## src/rtl/gpp_pkg.sv

```systemverilog
package gpp_pkg;
  typedef enum logic [1:0] {
    ST_IDLE = 2'd0,
    ST_PULL = 2'd1,
    ST_RESP = 2'd2
  } rd_state_e;

  // select width for a group index, at least one bit
  function automatic int sel_width(input int n);
    return (n > 1) ? $clog2(n) : 1;
  endfunction
endpackage

```

## src/rtl/gpp_regs.sv

```systemverilog
module gpp_regs #(
  parameter int NGRP   = 2,
  parameter int GW     = 4,
  parameter int GSEL_W = 1,
  localparam int NPIN  = NGRP * GW
) (
  input  logic              clk,
  input  logic              rst_n,
  input  logic              wr_en,
  input  logic              wr_is_dir,
  input  logic [GSEL_W-1:0] wr_grp,
  input  logic [GW-1:0]     wr_data,
  output logic [NPIN-1:0]   data_q,
  output logic [NGRP-1:0]   dir_q
);
  for (genvar g = 0; g < NGRP; g++) begin : g_grp
    logic hit;
    assign hit = wr_en && (wr_grp == GSEL_W'(g));

    always_ff @(posedge clk or negedge rst_n) begin
      if (!rst_n) begin
        dir_q[g]             <= 1'b0;
        data_q[g*GW +: GW]   <= '0;
      end else if (hit) begin
        if (wr_is_dir) dir_q[g]           <= wr_data[0];
        else           data_q[g*GW +: GW] <= wr_data;
      end
    end
  end
endmodule

```

## src/rtl/gpp_pin_cell.sv

```systemverilog
module gpp_pin_cell (
  input  logic out_only,
  input  logic open_drain,
  input  logic has_pd,
  input  logic dir,
  input  logic data,
  input  logic pd_win,
  input  logic pin_in,
  output logic drive_val,
  output logic drive_en,
  output logic pd_en,
  output logic rd_bit
);
  logic active;

  assign active    = out_only | dir;
  assign drive_val = data;
  // open drain only sources current when the data bit is high
  assign drive_en  = active & (~open_drain | data);
  assign pd_en     = pd_win & has_pd & ~active;
  assign rd_bit    = active ? data : pin_in;
endmodule

```

## src/rtl/gpp_read_seq.sv

```systemverilog
module gpp_read_seq
  import gpp_pkg::*;
#(
  parameter int NGRP      = 2,
  parameter int GW        = 4,
  parameter int GSEL_W    = 1,
  parameter int PD_CYCLES = 2,
  localparam int NPIN     = NGRP * GW,
  localparam int CNT_W    = $clog2(PD_CYCLES + 1)
) (
  input  logic              clk,
  input  logic              rst_n,
  input  logic              req_valid,
  input  logic              req_write,
  input  logic              req_is_dir,
  input  logic [GSEL_W-1:0] req_grp,
  output logic              req_ready,
  output logic              wr_en,
  input  logic [NPIN-1:0]   rd_bits,
  input  logic [NGRP-1:0]   dir_all,
  output logic              win_on,
  output logic [GSEL_W-1:0] win_grp,
  output logic              rsp_valid,
  input  logic              rsp_ready,
  output logic [GW-1:0]     rsp_data
);
  rd_state_e         state;
  logic [CNT_W-1:0]  cnt;
  logic [GSEL_W-1:0] grp_q;
  logic [GW-1:0]     rsp_q;
  logic [GW-1:0]     dir_word;
  logic [GW-1:0]     grp_bits;
  logic              accept;

  assign req_ready = (state == ST_IDLE);
  assign accept    = req_valid & req_ready;
  assign wr_en     = accept & req_write;
  assign win_on    = (state == ST_PULL);
  assign win_grp   = grp_q;
  assign rsp_valid = (state == ST_RESP);
  assign rsp_data  = rsp_q;
  assign grp_bits  = rd_bits[grp_q*GW +: GW];

  always_comb begin
    dir_word    = '0;
    dir_word[0] = dir_all[req_grp];
  end

  always_ff @(posedge clk or negedge rst_n) begin
    if (!rst_n) begin
      state <= ST_IDLE;
      cnt   <= '0;
      grp_q <= '0;
      rsp_q <= '0;
    end else begin
      case (state)
        ST_IDLE: begin
          if (accept && !req_write) begin
            grp_q <= req_grp;
            if (req_is_dir) begin
              rsp_q <= dir_word;
              state <= ST_RESP;
            end else begin
              cnt   <= CNT_W'(PD_CYCLES - 1);
              state <= ST_PULL;
            end
          end
        end
        ST_PULL: begin
          if (cnt == '0) begin
            rsp_q <= grp_bits;
            state <= ST_RESP;
          end else begin
            cnt <= cnt - 1'b1;
          end
        end
        ST_RESP: begin
          if (rsp_ready) state <= ST_IDLE;
        end
        default: state <= ST_IDLE;
      endcase
    end
  end
endmodule

```

## src/rtl/pulsed_pd_port.sv

```systemverilog
module pulsed_pd_port
  import gpp_pkg::*;
#(
  parameter int NGRP      = 2,
  parameter int GW        = 4,
  parameter int PD_CYCLES = 2,
  localparam int NPIN     = NGRP * GW,
  localparam int GSEL_W   = sel_width(NGRP),
  localparam int AW       = GSEL_W + 1
) (
  input  logic            clk,
  input  logic            rst_n,
  input  logic [NPIN-1:0] cfg_out_only,
  input  logic [NPIN-1:0] cfg_open_drain,
  input  logic [NPIN-1:0] cfg_pulldown,
  input  logic            req_valid,
  output logic            req_ready,
  input  logic            req_write,
  input  logic [AW-1:0]   req_addr,
  input  logic [GW-1:0]   req_wdata,
  output logic            rsp_valid,
  input  logic            rsp_ready,
  output logic [GW-1:0]   rsp_data,
  input  logic [NPIN-1:0] pin_in,
  output logic [NPIN-1:0] pin_out,
  output logic [NPIN-1:0] pin_oe,
  output logic [NPIN-1:0] pin_pd
);
  logic              wr_en;
  logic              req_is_dir;
  logic [GSEL_W-1:0] req_grp;
  logic [NPIN-1:0]   data_q;
  logic [NGRP-1:0]   dir_q;
  logic [NPIN-1:0]   rd_bits;
  logic              win_on;
  logic [GSEL_W-1:0] win_grp;

  assign req_is_dir = req_addr[AW-1];
  assign req_grp    = req_addr[GSEL_W-1:0];

  gpp_regs #(.NGRP(NGRP), .GW(GW), .GSEL_W(GSEL_W)) u_regs (
    .clk       (clk),
    .rst_n     (rst_n),
    .wr_en     (wr_en),
    .wr_is_dir (req_is_dir),
    .wr_grp    (req_grp),
    .wr_data   (req_wdata),
    .data_q    (data_q),
    .dir_q     (dir_q)
  );

  gpp_read_seq #(.NGRP(NGRP), .GW(GW), .GSEL_W(GSEL_W), .PD_CYCLES(PD_CYCLES)) u_seq (
    .clk        (clk),
    .rst_n      (rst_n),
    .req_valid  (req_valid),
    .req_write  (req_write),
    .req_is_dir (req_is_dir),
    .req_grp    (req_grp),
    .req_ready  (req_ready),
    .wr_en      (wr_en),
    .rd_bits    (rd_bits),
    .dir_all    (dir_q),
    .win_on     (win_on),
    .win_grp    (win_grp),
    .rsp_valid  (rsp_valid),
    .rsp_ready  (rsp_ready),
    .rsp_data   (rsp_data)
  );

  for (genvar g = 0; g < NGRP; g++) begin : g_grp
    logic grp_win;
    assign grp_win = win_on && (win_grp == GSEL_W'(g));

    for (genvar i = 0; i < GW; i++) begin : g_pin
      localparam int P = g * GW + i;
      gpp_pin_cell u_cell (
        .out_only   (cfg_out_only[P]),
        .open_drain (cfg_open_drain[P]),
        .has_pd     (cfg_pulldown[P]),
        .dir        (dir_q[g]),
        .data       (data_q[P]),
        .pd_win     (grp_win),
        .pin_in     (pin_in[P]),
        .drive_val  (pin_out[P]),
        .drive_en   (pin_oe[P]),
        .pd_en      (pin_pd[P]),
        .rd_bit     (rd_bits[P])
      );
    end
  end
endmodule

```

## config.mk

```make
export PLATFORM = sky130hd
export DESIGN_NAME = pulsed_pd_port
export DESIGN_NICKNAME = d
export VERILOG_FILES = /design/src/rtl/gpp_pkg.sv /design/src/rtl/gpp_regs.sv /design/src/rtl/gpp_pin_cell.sv /design/src/rtl/gpp_read_seq.sv /design/src/rtl/pulsed_pd_port.sv
export SDC_FILE = /design/constraint.sdc
export NUM_CORES = 1
export LEC_CHECK = 0
export BUFFER_PORTS_ARGS = -buffer_cell sky130_fd_sc_hd__buf_2
export CAP_MARGIN = 5
export CORE_MARGIN = 10
export CORE_UTILIZATION = 28
export DETAILED_ROUTE_END_ITERATION = 10
export PLACE_DENSITY = 0.64
export RECOVER_POWER = 100
export SKIP_CTS_REPAIR_TIMING = 1
export SLEW_MARGIN = 20
export SYNTH_ARGS = -nofsm -noshare
export SYNTH_HDL_FRONTEND = slang
export SYNTH_HIERARCHICAL = 1
export SYNTH_SLANG_ARGS = --single-unit
```

## constraint.sdc

```tcl
create_clock -name clk -period 2.15 [get_ports clk]
set_input_delay 0.215 -clock clk [delete_from_list [all_inputs] [get_ports clk]]
set_output_delay 0.215 -clock clk [all_outputs]
set_load 0.05 [all_outputs]
```

Yosys cells after proc, flatten, opt, wreduce, memory -nomap -nowiden
Index checks and enable logic that the tools add are counted.
- bits in registers: 19
- input bits: 43
- output and inout bits: 30
- word-level logic and storage cells: 120
- add/subtract/negate cells: 1
- magnitude comparators: 1
- equal/unequal tests: 8
- shifts and indexed selects: 1
- multiplexer cells: 23
- bitwise operators: 61
- reduce and logical (&&, ||, !) cells: 17
- operators with widths (operator ; count):
    $and 1x1->1 ; 26
    $not 1->1 ; 19
    $or 1x1->1 ; 16
    $mux 2 ; 7
    $mux 4 ; 3
    $mux 1 ; 10
    $reduce_and 2->1 ; 5
    $ne 2x2->1 const B ; 4
    $pmux 4 s2 ; 1
    $reduce_and 4->1 ; 2
    $shiftx 8x4->4 ; 1
    $pmux 2 s3 ; 1
    $logic_and 1x1->1 ; 5
    $logic_not 2->1 ; 2
    $ne 2x1->1 const B ; 2
    $pmux 2 s2 ; 1
    $reduce_and 3->1 ; 1
    $eq 2x1->1 const B ; 1
    $eq 2x2->1 const B ; 1
    $lt 1x2->1 const B ; 1
    $reduce_bool 2->1 ; 1
    $sub 2x1->2 const B ; 1
    $logic_not 1->1 ; 1

Depth between registers and ports, before layout
- depth after elaboration: 5
- mapped depth: 5

By module
The synthesis kept the hierarchy.
- modules (own cells, without submodules) (module ; times used ; cells an instance ; area each (µm²) ; seq. area each (µm²)):
    gpp_read_seq ; 1 ; 44 ; 490.5 ; 225.2
    gpp_regs ; 1 ; 24 ; 401.6 ; 250.2
    gpp_pin_cell ; 8 ; 6 ; 45.0 ; 0.0
    pulsed_pd_port ; 1 ; 2 ; 16.3 ; 0.0

Worst setup path after synthesis
Ideal clock, no wire load.
- kind: reg-to-reg
- start: register u_seq.state[0]
- end: register u_regs.data_q[0]
- library setup time: 0.125 ns
- arrival time: 2.018 ns
- required time: 2.025 ns
- slack: 0.007 ns
- stages on the path, launching flop included: 5
- path buffers: 0
- period minus slack after synthesis: 2.143 ns
- cells stage by stage: dfrtp_1 > nor2_1 > and3_1 > nor3b_4 > mux2_2
- longest elaborated chain between the ends: 5
- ends and longest elaborated chain (element ; line ; source):
    start, declared ; gpp_read_seq.sv:27 ; rd_state_e state;
    start signal, assigned ; gpp_read_seq.sv:51 ; state <= ST_IDLE;
    start signal, assigned ; gpp_read_seq.sv:62 ; state <= ST_RESP;
    start signal, assigned ; gpp_read_seq.sv:65 ; state <= ST_PULL;
    $logic_not 2->1 ; gpp_read_seq.sv:35 ; assign req_ready = (state == ST_IDLE);
    named net req_ready ; pulsed_pd_port.sv:17 ; output logic req_ready,
    $and 1x1->1 ; gpp_read_seq.sv:36 ; assign accept = req_valid & req_ready;
    $and 1x1->1 ; gpp_read_seq.sv:37 ; assign wr_en = accept & req_write;
    named net wr_en ; pulsed_pd_port.sv:29 ; logic wr_en;
    $logic_and 1x1->1 ; gpp_regs.sv:18 ; assign hit = wr_en && (wr_grp == GSEL_W'(g));
    $reduce_and 2->1 (no source line) ; -- ;
    end signal, assigned by index ; gpp_regs.sv:26 ; else data_q[g*GW +: GW] <= wr_data;
    end, declared ; gpp_regs.sv:13 ; output logic [NPIN-1:0] data_q,
The timed path passes the listed nets, and every way through them passes these cells.
A chain may end at the register's enable or synchronous reset.

Worst setup path in the final report
- start: register u_seq.state[0]
- end: output pin_pd[4]
- longest elaborated chain between the ends: 4
- ends and longest elaborated chain (element ; line ; source):
    $eq 2x1->1 ; gpp_read_seq.sv:38 ; assign win_on = (state == ST_PULL);
    named net win_on ; pulsed_pd_port.sv:35 ; logic win_on;
    $logic_and 1x1->1 ; pulsed_pd_port.sv:72 ; assign grp_win = win_on && (win_grp == GSEL_W'(g));
    named net g_grp[1].grp_win ; pulsed_pd_port.sv:71 ; logic grp_win;
    $and 1x1->1 (2 in series) ; gpp_pin_cell.sv:20 ; assign pd_en = pd_win & has_pd & ~active;
    end, declared ; pulsed_pd_port.sv:27 ; output logic [NPIN-1:0] pin_pd
The timed path passes the listed nets, and every way through them passes these cells.

==> impl_metrics.env <==
export IMPL_cts_tree="done"
export IMPL_hold_depth=2
export IMPL_grt_pass1_wl_um=5595
export IMPL_ys_flop_type="dfrtp_1"
export IMPL_drv_slew=0
export IMPL_clock_sink_count=19
export IMPL_share_seq_of_total_power=0.279
export IMPL_layout_drive_gt1_share=0.4785
export IMPL_viasPerCell=4.475
export IMPL_worst_slew_pin_slew_ps=1087
export IMPL_fp_dieW_um=87.32
export IMPL_start_kind="flip-flop"
export IMPL_die_h_um=87.32
export IMPL_swShare=0.5509
export IMPL_power_mw=2.591
export IMPL_syn_nets=162
export IMPL_ir_drop_v=0.0005824
export IMPL_endpoint_kind="output port"
export IMPL_syn_area_um2=1269
export IMPL_cts_max_path_buffers=2
export IMPL_io_pins=73
export IMPL_wl_per_cell_um=15.89
export IMPL_finalHoldViolations=0
export IMPL_yosys_warnings=6
export IMPL_intPower_mw=1.164
export IMPL_synthCells=118
export IMPL_synth_common_cells="19 x dfrtp_1, 13 x mux2_2, 12 x inv_1"
export IMPL_yosysMostFrequentCell="dfrtp_1"
export IMPL_critPathMaxFanout=8
export IMPL_grt_max_degree=20
export IMPL_syn_to_final_growth_pct=29.09
export IMPL_synth_area_per_cell_um2=10.75
export IMPL_layout_nets=231
export IMPL_cts_clk_slew_worst_paths_ps=70
export IMPL_core_area_um2=4384
export IMPL_gp_congestion=0.6934
export IMPL_synth_area_leaders="dfrtp_1 37%, mux2_2 12%, mux2_4 9.5%"
export IMPL_met1_usage=0.1068
export IMPL_stdcell_area_um2=1638
export IMPL_setup_slack_ps=140.8
export IMPL_tns_ps=0
export IMPL_use_met2=0.1548
export IMPL_gr_usage_met3=0.03558
export IMPL_criticalPathCategory="flip-flop to output port"
export IMPL_drtIter0Drc=69
export IMPL_n_antenna_cell=0
export IMPL_routed_wl_um=3782
export IMPL_synth_seq_cells=19
export IMPL_htreeDepth=1
export IMPL_place_ws_ps=432.2
export IMPL_share_comb_of_total_power=0.623
export IMPL_synth_cell_types=31
export IMPL_grt_setup_unrepaired="false"
export IMPL_grt_pass1_vias=1093
export IMPL_max_freq_mhz=497.7
export IMPL_setup_viol=0
export IMPL_vias=1065
export IMPL_ys_seq_area_frac=0.3748
export IMPL_async_flop_share=1.000
export IMPL_min_period_ps=2009
export IMPL_die_area_um2=7624
export IMPL_power_leakage_nw=0.8373
export IMPL_crit_arrival_ps=1790
export IMPL_synth_edf_count=0
export IMPL_finalCoreUtilization=0.3736
export IMPL_cts_root_buf="clkbuf_8"
export IMPL_grt_overflow_total=0
export IMPL_hold_class="input pin to flip-flop"
export IMPL_final_antenna_net_count=0
export IMPL_drc=0
export IMPL_powerDensity_nw_per_um2=1582
export IMPL_rows=24
export IMPL_busiest_layer="met2"
export IMPL_crit_required_ps=1930
export IMPL_insertion_delay_ps=260
export IMPL_period_share=0.9345
export IMPL_antenna_found_initial=0
export IMPL_place_area_um2=1630
export IMPL_yosys_area_top_type_share=0.3748
export IMPL_cts_made_buffers=3
export IMPL_relSlewSlack=0.2755
export IMPL_yosysTopAreaCell="dfrtp_1"
export IMPL_status="finished, final reports clean"
export IMPL_maxCapViolCount=0
export IMPL_portBuffers=72
export IMPL_start_util=0.2894
export IMPL_hpwl_um=3188
export IMPL_first_pass_iters=4
export IMPL_p_clk_frac=0.098
export IMPL_p_sw_mw=1.427
export IMPL_reg2reg_depth=3
export IMPL_skew_ps=9.203
export IMPL_track_usage=0.09378
-- placed cells by master, fill, tap and decap left out, types with 2 or more instances in the layout --
cell,netlist,final
nand3b_1,2,2
dfrtp_1,19,19
mux2_2,13,13
nand2_1,2,2
clkbuf_8,0,3
nor2_1,3,7
o2bb2ai_1,2,2
and3_2,8,8
mux2i_1,6,6
inv_1,12,12
buf_2,0,41
nor2_2,8,4
clkbuf_2,0,8
mux2_4,8,8
clkbuf_1,1,23
or2b_1,2,2
a21oi_1,8,9
-- logic make-up (layout without fill, tap and decap cells) --
kind of cell,count (synthesis),count (layout),share of synthesized area
simple gates,35,35,0.1953
mux,28,28,0.2663
buf+inv,21,89,0.08580
flops,19,19,0.3748
compound gates,14,14,0.06805
fa+ha+maj,1,1,0.009860
-- power groups by stage --
stage / Clock (mW) / Sequential [mW] / Combinational [mW]
CTS: 0.261 / 0.732 / 1.70
floorplan: 0 / 0.800 / 1.33
global route: 0.276 / 0.760 / 1.72
detailed placement: 0 / 0.739 / 1.70
finish: 0.253 / 0.724 / 1.61
global placement: 0 / 0.732 / 1.68
-- per-layer routing --
metal  part of all wire  routed length (um)  vias to the layer above
met1               0.41                1533                      492
met5                  0                   0                        -
met4             0.0082                  31                        0
met3              0.087                 329                        2
met2               0.50                1887                       33
li1                   -                   -                      538
-- flip-flops by register name (all words and copies together), names as in the netlist --
register and flops:
u_regs/dir_q 2, u_seq/cnt 2, u_regs/data_q 8, u_seq/state 2, u_seq/win_grp 1, u_seq/rsp_data 4
-- path summary, 6_finish.rpt --
kind / startpoint / endpoint / slack, ps
max: u_seq/state[0]$_DFFE_PN0P_ / pin_pd[4] / 140
min: rsp_ready / u_seq/state[1]$_DFFE_PN0P_ / 170
min in group asynchronous: rst_n / u_regs/data_q[2]$_DFFE_PN0P_ / 670
max reg2reg: u_seq/state[0]$_DFFE_PN0P_ / u_seq/cnt[1]$_DFFE_PN0P_ / 420
max in group asynchronous: rst_n / u_seq/rsp_data[1]$_DFFE_PN0P_ / 820
min reg2reg: u_seq/cnt[1]$_DFFE_PN0P_ / u_seq/cnt[1]$_DFFE_PN0P_ / 490
-- critical path, stage by stage (launching register included) --
cell	delay (ps)
dfrtp_1	440
or2b_1	290
inv_1	130
and2_2	210
and3_2	190
clkbuf_2	270
-- final cells by class --
type	instances	area, um^2
Tap cell	52	65.06
Clock inverter	1	5.005
Timing Repair Buffer	73	341.6
Multi-Input combinational cell	78	664.4
Clock buffer	3	41.29
Inverter	12	45.04
Fill cell	471	2746
Sequential cell	19	475.5
-- through the flow --
step                hold WS (ps)  cells
floorplan                 -80.59    118
global placement           188.9    233
detailed placement         188.3    233
CTS                       -98.52    237
global route               197.4    238
finish                     166.3    238
No activity file was read; power rests on OpenSTA's default activity.
